## config.mk

```make
export PLATFORM = sky130hd
export DESIGN_NAME = pbvol_top
export DESIGN_NICKNAME = d
export VERILOG_FILES = /design/src/rtl/pbvol_pkg.sv /design/src/rtl/pbvol_debounce.sv /design/src/rtl/pbvol_level.sv /design/src/rtl/pbvol_top.sv
export SDC_FILE = /design/constraint.sdc
export NUM_CORES = 1
export LEC_CHECK = 0
export BUFFER_PORTS_ARGS = -buffer_cell sky130_fd_sc_hd__buf_2
export CAP_MARGIN = 25
export CORE_MARGIN = 1
export CORE_UTILIZATION = 60
export DETAILED_ROUTE_END_ITERATION = 6
export GPL_TIMING_DRIVEN = 0
export HOLD_SLACK_MARGIN = 0.05
export PLACE_DENSITY = 0.8
export SKIP_CTS_REPAIR_TIMING = 1
export SYNTH_ARGS = -nofsm -noshare
export SYNTH_HDL_FRONTEND = slang
export SYNTH_SLANG_ARGS = --single-unit
```

## constraint.sdc

```tcl
create_clock -name clk -period 6.85 [get_ports clk]
set_input_delay 1.0275 -clock clk [delete_from_list [all_inputs] [get_ports clk]]
set_output_delay 1.0275 -clock clk [all_outputs]
set_load 0.02 [all_outputs]
```

## src/rtl/pbvol_pkg.sv

```systemverilog
package pbvol_pkg;

    typedef enum logic [1:0] {
        STEP_HOLD  = 2'd0,
        STEP_LOUD  = 2'd1,
        STEP_QUIET = 2'd2,
        STEP_LOAD  = 2'd3
    } step_cmd_e;

    typedef struct packed {
        logic up;
        logic dn;
    } press_t;

    function automatic step_cmd_e decode_cmd(input logic wr, input press_t p);
        if (wr)
            return STEP_LOAD;
        else if (p.up && !p.dn)
            return STEP_LOUD;
        else if (p.dn && !p.up)
            return STEP_QUIET;
        else
            return STEP_HOLD;
    endfunction

endpackage

```

## src/rtl/pbvol_debounce.sv

```systemverilog
module pbvol_debounce #(
    parameter int DB_W      = 16,
    parameter int DB_CYCLES = 40000
) (
    input  logic clk,
    input  logic rst,
    input  logic pin_n,
    input  logic hold,
    output logic press
);
    localparam logic [DB_W-1:0] LIMIT = DB_W'(DB_CYCLES - 1);

    logic [1:0]      sync_q;
    logic            clean_q;
    logic [DB_W-1:0] cnt_q;
    logic            differs;
    logic            settle;

    assign differs = sync_q[1] != clean_q;
    assign settle  = differs && (cnt_q == LIMIT);
    assign press   = !hold && settle && !sync_q[1];

    always_ff @(posedge clk) begin
        if (rst) begin
            sync_q  <= 2'b11;
            clean_q <= 1'b1;
            cnt_q   <= '0;
        end else begin
            sync_q <= {sync_q[0], pin_n};
            if (hold || !differs) begin
                cnt_q <= '0;
            end else if (settle) begin
                clean_q <= sync_q[1];
                cnt_q   <= '0;
            end else begin
                cnt_q <= cnt_q + 1'b1;
            end
        end
    end

    AST_BUSY_NO_PRESS: assert property (@(posedge clk) disable iff (rst)
        hold |-> !press);
    AST_PRESS_ONESHOT: assert property (@(posedge clk) disable iff (rst)
        press |=> !press);
    AST_HOLD_NO_SETTLE: assert property (@(posedge clk) disable iff (rst)
        hold |=> $stable(clean_q));

endmodule

```

## src/rtl/pbvol_level.sv

```systemverilog
module pbvol_level
    import pbvol_pkg::*;
#(
    parameter int LVL_W       = 6,
    parameter int RESET_LEVEL = 0
) (
    input  logic             clk,
    input  logic             rst,
    input  press_t           press,
    input  logic             wr,
    input  logic [LVL_W-1:0] wdata,
    output logic [LVL_W-1:0] level
);
    localparam logic [LVL_W-1:0] LVL_MAX = {LVL_W{1'b1}};
    localparam logic [LVL_W-1:0] LVL_MIN = '0;
    localparam logic [LVL_W-1:0] LVL_RST = LVL_W'(RESET_LEVEL);

    step_cmd_e        cmd;
    logic [LVL_W-1:0] level_q;
    logic [LVL_W-1:0] level_d;

    assign cmd = decode_cmd(wr, press);

    always_comb begin
        level_d = level_q;
        unique case (cmd)
            STEP_LOAD:  level_d = wdata;
            STEP_LOUD:  if (level_q != LVL_MIN) level_d = level_q - 1'b1;
            STEP_QUIET: if (level_q != LVL_MAX) level_d = level_q + 1'b1;
            default:    level_d = level_q;
        endcase
    end

    always_ff @(posedge clk) begin
        if (rst) level_q <= LVL_RST;
        else     level_q <= level_d;
    end

    assign level = level_q;

    AST_NO_OVERFLOW: assert property (@(posedge clk) disable iff (rst)
        (level_q == LVL_MAX && press.dn && !press.up && !wr) |=> level_q == LVL_MAX);
    AST_NO_UNDERFLOW: assert property (@(posedge clk) disable iff (rst)
        (level_q == LVL_MIN && press.up && !press.dn && !wr) |=> level_q == LVL_MIN);
    AST_HOST_WINS: assert property (@(posedge clk) disable iff (rst)
        wr |=> level_q == $past(wdata));
    AST_BOTH_HOLD: assert property (@(posedge clk) disable iff (rst)
        (press.up && press.dn && !wr) |=> $stable(level_q));
    AST_ONE_STEP: assert property (@(posedge clk) disable iff (rst)
        !wr |=> (level_q == $past(level_q) || level_q == $past(level_q) + 1'b1
                 || level_q == $past(level_q) - 1'b1));
    AST_IDLE_STABLE: assert property (@(posedge clk) disable iff (rst)
        (!wr && !press.up && !press.dn) |=> $stable(level_q));

endmodule

```

## src/rtl/pbvol_top.sv

```systemverilog
module pbvol_top
    import pbvol_pkg::*;
#(
    parameter int LVL_W       = 6,
    parameter int DB_W        = 16,
    parameter int DB_CYCLES   = 40000,
    parameter int RESET_LEVEL = 0
) (
    input  logic             clk,
    input  logic             rst,
    input  logic             btn_up_n,
    input  logic             btn_dn_n,
    input  logic             mem_busy,
    input  logic             host_wr,
    input  logic [LVL_W-1:0] host_wdata,
    output logic [LVL_W-1:0] atten
);
    localparam int NBTN = 2;

    logic [NBTN-1:0] pins_n;
    logic [NBTN-1:0] hits;
    press_t          press;

    assign pins_n = {btn_up_n, btn_dn_n};

    for (genvar g = 0; g < NBTN; g++) begin : g_btn
        pbvol_debounce #(
            .DB_W      (DB_W),
            .DB_CYCLES (DB_CYCLES)
        ) u_db (
            .clk   (clk),
            .rst   (rst),
            .pin_n (pins_n[g]),
            .hold  (mem_busy),
            .press (hits[g])
        );
    end

    assign press.up = hits[1];
    assign press.dn = hits[0];

    pbvol_level #(
        .LVL_W       (LVL_W),
        .RESET_LEVEL (RESET_LEVEL)
    ) u_level (
        .clk   (clk),
        .rst   (rst),
        .press (press),
        .wr    (host_wr),
        .wdata (host_wdata),
        .level (atten)
    );

endmodule

```

-- Word-level counts from Yosys, hierarchy flattened
Index checks and enable logic that the tools add are counted.
- eq/ne operators: 10
- multiplexer cells: 6
- reduce and logical (&&, ||, !) cells: 24
- add/sub/neg operators: 4
- bitwise operators: 2
- operator list (cell ; count):
    adder 16 x 1 -> 16 bit, second input constant ; 2
    equality test 16 bit, second input constant ; 2
    one-hot mux 6 bit (3 select lines) ; 1
    2-to-1 mux 6 bit ; 2
    logical AND 1 bit ; 8
    zero test 1 bit ; 7
    adder 6 x 1 -> 6 bit, second input constant ; 1
    2-to-1 mux 2 bit ; 3
    != test 6 bit, second input constant ; 1
    nonzero test 6 bit ; 1
    OR reduction 3 bit ; 2
    subtractor 6 x 1 -> 6 bit, second input constant ; 1
    equality test 2 bit, second input constant ; 2
    != test 2 x 1 -> 1 bit, second input constant ; 2
    AND reduction 2 bit ; 2
    AND reduction 3 bit ; 1
    nonzero test 3 bit ; 1
    equality test 2 x 1 -> 1 bit, second input constant ; 1
    logical OR 1 bit ; 2
    != test 1 bit ; 2
    NOT 1 bit ; 2
- output and inout port bits: 6
- register bits after elaboration: 44
- bits of input ports: 12

-- Longest topological paths before layout
- depth in word-level cells: 12
- gate-level depth with buffers: 14
- depth with buffers taken out: 13

-- Hierarchy
Synthesis repeated with hierarchy kept, for this count alone.
- cell total of the unflattened synthesis: 256
- area total of the unflattened synthesis: 2262.2 um^2
- modules (own cells, without submodules) (module ; cells each ; times used ; area an instance (um^2) ; seq. area each (um^2)):
    pbvol_debounce ; 94 ; 2 ; 838.3 ; 380.4
    pbvol_level ; 68 ; 1 ; 585.6 ; 120.1

-- Worst setup path after synthesis
Ideal clock, no wire load.
- kind: input-to-reg
- from: in mem_busy
- to: reg u_level.level_q[5] (netlist: u_level.level[5])
- setup time: 0.088 ns
- setup slack: 3.631 ns
- data required time: 6.762 ns
- stages: 10
- arrival: 3.131 ns
- cell sequence: and4b_4 > a21oi_1 > or2_1 > ha_1 > inv_1 > ha_1 > a2111oi_1 > nand2_1 > a31o_1 > a311oi_2
- word-level cells in the longest chain between the ends: 11
- ends and longest elaborated chain (element ; RTL line ; text):
    start: declaration ; pbvol_top.sv:13 ; input logic mem_busy,
    zero test 1 bit (*) ; pbvol_debounce.sv:21 ; assign press = !hold && settle && !sync_q[1];
    logical AND 1 bit (2 in series) ; pbvol_debounce.sv:21 ;
    zero test 1 bit ; pbvol_pkg.sv:20 ; else if (p.dn && !p.up)
    logical AND 1 bit ; pbvol_pkg.sv:20 ;
    2-to-1 mux 2 bit ; pbvol_pkg.sv:20 ;
    2-to-1 mux 2 bit (*) ; pbvol_pkg.sv:18 ; else if (p.up && !p.dn)
    2-to-1 mux 2 bit (*) ; pbvol_pkg.sv:16 ; if (wr)
    equality test 2 bit / equality test 2 x 1 -> 1 bit (equally long branches) ; pbvol_level.sv:26 ; unique case (cmd)
    != test 2 x 1 -> 1 bit (no line) / nonzero test 3 bit (equally long branches) ; - ;
    AND reduction 3 bit (no line) ; - ;
    end signal: assignment ; pbvol_level.sv:36 ; else level_q <= level_d;
    end: declaration ; pbvol_level.sv:19 ; logic [LVL_W-1:0] level_q;
Every way passes the cells marked *; elsewhere a longest branch is shown, timed or not.
A chain may end at the register's enable or synchronous reset.

-- Final worst setup path
- from: reg g_btn[1].u_db.cnt_q[10]
- to: reg u_level.level_q[5] (netlist: u_level.level[5])
- word-level cells in the longest chain between the ends: 12
- ends and longest elaborated chain (element ; RTL line ; text):
    start: declaration ; pbvol_debounce.sv:15 ; logic [DB_W-1:0] cnt_q;
    start signal: assignment ; pbvol_debounce.sv:36 ; cnt_q <= cnt_q + 1'b1;
    equality test 16 bit (*) ; pbvol_debounce.sv:20 ; assign settle = differs && (cnt_q == LIMIT);
    logical AND 1 bit (*) ; pbvol_debounce.sv:20 ;
    logical AND 1 bit (*) (2 in series) ; pbvol_debounce.sv:21 ;
    zero test 1 bit ; pbvol_pkg.sv:20 ;
    logical AND 1 bit ; pbvol_pkg.sv:20 ;
    2-to-1 mux 2 bit ; pbvol_pkg.sv:20 ;
    2-to-1 mux 2 bit (*) ; pbvol_pkg.sv:18 ;
    2-to-1 mux 2 bit (*) ; pbvol_pkg.sv:16 ;
    equality test 2 bit / equality test 2 x 1 -> 1 bit (equally long branches) ; pbvol_level.sv:26 ;
    != test 2 x 1 -> 1 bit (no line) / nonzero test 3 bit (equally long branches) ; - ;
    AND reduction 3 bit (no line) ; - ;
Marks and branches as above.

==> run summary <==
On the critical path the largest part of the delay comes from simple AND/OR/NAND/NOR gates. In the post-synthesis netlist, the biggest area contributors are dfxtp_1 (41%), xor2_1 (9.3%), nor2_1 (6.9%). The floorplan step defined a die boundary enclosing 3860 um2. Derived from the worst setup path, the maximum achievable clock frequency is 304 MHz.

In the global route stage, overall resource usage came out at 21.2%. Weighted congestion at the end of routability-driven global placement: 0.784. Along the worst path, the maximum fanout reaches 5. The repair_antennas step left the layout with diodes totalling 0. The filler cells instantiated in the layout total 292.

The initial core utilization is 63.9%. Synthesis inferred 44 register bits. The clock transition time at the flip-flop clock pins of the worst setup and hold paths is 0.12 ns. Post-synthesis cell type count: 39. The share of the Yosys chip area taken by registers is 40.6%. The tools report the later-pin clock latency in the skew report as 0.34 ns. The wire length of the first global-routing pass is 6580 um, and the number of levels in the clock H-tree is 2. The count of buffers added on input and output ports is 17.

The aggregate routed wire length came out at 3640 um. STA classifies the critical path startpoint as a flip-flop. The tools report the end of the critical path as u_level.level[5]. In the final layout, the share of cells above drive strength 1 is 14.8%.

From synthesis to final layout, the design area changed by 9.30%. The iteration count of the initial detailed-routing pass was 4. The run gives 284 as the final net count.

For the leakage dissipation, the log shows 0.000927 uW. Counting flops with a built-in enable in the synthesized netlist gives 0. The worst register-to-register path begins at g_btn[1].u_db.cnt_q[10].

In this run, placement finished with an instance count of 301. The tools report the synthesized area as 2170 um2. CTS placed an instance of clkbuf_4 at the clock tree root. Reg-to-reg critical path endpoint: u_level.level[5]. Most frequently used flop master after synthesis: dfxtp_1. Summing over every cut layer, the via total after detailed routing is 1,657.

For this run, the slowest stage of the critical path takes 0.43 ns. Synthesis produced 238 cells. The flow ran to the end, and the final reports show no timing, DRC or antenna violations.

The critical path crosses 12 cells after its start point. TritonCTS built the clock tree. The signal on the critical path passes through nand2b_1 > nor4_1 > and4b_4 > a21oi_1 > or2_1 > ha_1 > inv_1 > ha_1 > a2111oi_1 > nand2_1 > a31o_1 > a311oi_2.

Cell at the slowest stage of the critical path: dfxtp_1. The commonest cells after synthesis are dfxtp_1 (44), nor2_1 (40), xor2_1 (23), nand3_1 (18), nand2_1 (14). The number of violations of the max-capacitance limit is 0. In the routed design, unresolved DRC markers number 0.

The hold violation count in the final report came out at 0. The launching instance or port of the critical path was g_btn[1].u_db.cnt_q[10]. The final worst-path cycle share was 48.0%.

The TritonCTS buffer count was 5. Of all cell types, the one taking the most synthesized area is dfxtp_1. For the setup TNS, the log shows 0 ns. For the worst-case clock buffer depth, the log shows 2. After the flow finishes, the layout carries non-filler instances totaling 309.

Between clock sinks in the finished design, the worst skew comes to 0.00716 ns. Of all flip-flops after synthesis, the portion carrying an async set or reset was 0%. The category of the most critical setup path was reg2reg. The tree built by TritonCTS fans out to 44 sinks. The worst pin sits at a relative slew slack of 64.3%. When the netlist entered floorplanning its net count stood at 260.

The HPWL after detailed placement is 2700 um. The die is 62.1 um tall. The run gives 0 as the final-report max-slew violation count.

At the pin with the least slew margin, the transition time is 0.535 ns. Power spread over the standard cell area amounts to 204 nW/um2. In the final routed layout, each cell accounts on average for 11.8 um.

In this run the count of I/O pins placed on the die edge is 18. The minimum clock period after layout was 3.29 ns. For flop-to-flop paths, the worst setup slack is 3.56 ns. The number of cells traversed by the worst hold path is 1, and the number of antenna violations at the first check in global routing is 0. In this design, the critical path's most frequently occurring cell is ha_1. Class of the tightest hold or removal check: reg2reg.

The share of synthesized area in the top cell type comes to 40.6%. The critical path data required time was 7.12 ns; the number of setup violations in the final report was 0. Row generation in the floorplan step produced 21 rows.

The remaining antenna violation count came out at 0. Setup repair after global routing left no endpoint under its margin. For this run, the number of Yosys warnings is 0. Using the TritonRoute via totals, the vias-per-cell ratio works out to 5.36.

Entering global routing, the biggest net connects 13 pins. After global routing the overflow that remains totals 0. The horizontal die dimension works out to 62.1 um. The number of global-route vias before repair came out at 1,554. The number of buffer and inverter stages on the critical path is 1, and the detailed router's first-iteration violation count is 91. The synthesized area per cell is 9.11 um2.

STA classifies the critical path endpoint as a flip-flop. The worst ir drop on vdd was 0.000150 V. The most common cell in the synthesized netlist is dfxtp_1. The tools report the least setup slack across all paths after layout as 3.56 ns. Placeable core region: 3390 um2. The worst register-to-register path has a depth of 12. The data arrival time at the worst-slack endpoint is 3.55 ns. OpenSTA, run right after detailed placement, puts the worst setup slack at 3.32 ns.
-- flip-flops by register name, summed over array words and instances, names as in the netlist --
signal	count
g_btn.u_db.sync_q	4
u_level.level	6
g_btn.u_db.cnt_q	32
g_btn.u_db.clean_q	2
-- metal layers --
layer / routed length, um / share of wire [%] / GRT usage (%) / vias to the layer above
li1: - / - / - / 878
met1: 1830 / 50 / 26.9 / 757
met2: 1670 / 46 / 35.4 / 17
met3: 85 / 2.3 / 4.60 / 5
met4: 53 / 1.5 / 7.85 / 0
met5: 0 / 0 / 0 / -
-- power breakdown --
| group | switching (uW) | internal, uW | total [uW] | leakage (uW) |
|---|---|---|---|---|
| Combinational | 44.1 | 38.2 | 82.4 | 0.000538 |
| Sequential | 10.1 | 263 | 273 | 0.000357 |
| Clock | 77.8 | 50.8 | 129 | 0.0000326 |
| Total | 132 | 352 | 484 | 0.000927 |
-- layout by cell type, fill, tap and decap left out, drive strengths merged, types with 2 or more instances in the layout --
cell and count:
a21o 3, nor4 3, o21ai 3, nor3 4, or2 5, a211oi 3
a21oi 5, ha 9, nor2 40, inv 2, and4 3, nor2b 2
buf 24, mux2i 4, and3 14, nand4 6, nor4b 2, dfxtp 44
xnor2 11, nand3 18, nand2 14, xor2 23, clkbuf 8, a31o 2
nand2b 2
-- area by class of cell --
class | count | area [um2] | area share, %
multi-input combinational | 185 | 1230 | 52.1
sequential | 44 | 881 | 37.2
timing repair buffer | 17 | 85.1 | 3.59
clock buffer | 8 | 58.8 | 2.48
tap | 46 | 57.6 | 2.43
buffer | 7 | 43.8 | 1.85
inverter | 2 | 7.51 | 0.317
-- cells by family after synthesis --
family,count (synthesis),synth area share [%]
AOI/OAI and AO/OA,22,7.97
DFF,44,40.6
and+or+nand+nor,115,27.3
buffers and inverters,9,2.37
muxes,4,1.85
adders and majority gates,10,6.12
xor gates and xnor gates,34,13.7
-- worst min path at each step --
stage / startpoint / end / slack (ns)
floorplan: g_btn[0].u_db.sync_q[0] / g_btn[0].u_db.sync_q[1] / 0.39
global placement: g_btn[1].u_db.sync_q[0] / g_btn[1].u_db.sync_q[1] / 0.39
detailed placement: g_btn[1].u_db.sync_q[0] / g_btn[1].u_db.sync_q[1] / 0.40
CTS: g_btn[1].u_db.sync_q[0] / g_btn[1].u_db.sync_q[1] / 0.43
global route: g_btn[1].u_db.sync_q[0] / g_btn[1].u_db.sync_q[1] / 0.44
finish: g_btn[1].u_db.sync_q[0] / g_btn[1].u_db.sync_q[1] / 0.43
-- per-stage QoR --
step	cell area, um2	hold WS (ns)	util (%)	total power (uW)
6_report	2370	0.426	69.9	484
5_1_grt	2370	0.440	69.9	509
4_1_cts	2370	0.426	69.9	490
3_5_place_dp	2310	0.397	68.1	362
3_3_place_gp	2310	0.393	68.1	360
2_1_floorplan	2170	0.389	-	341
(Power assumes the default switching activity.)
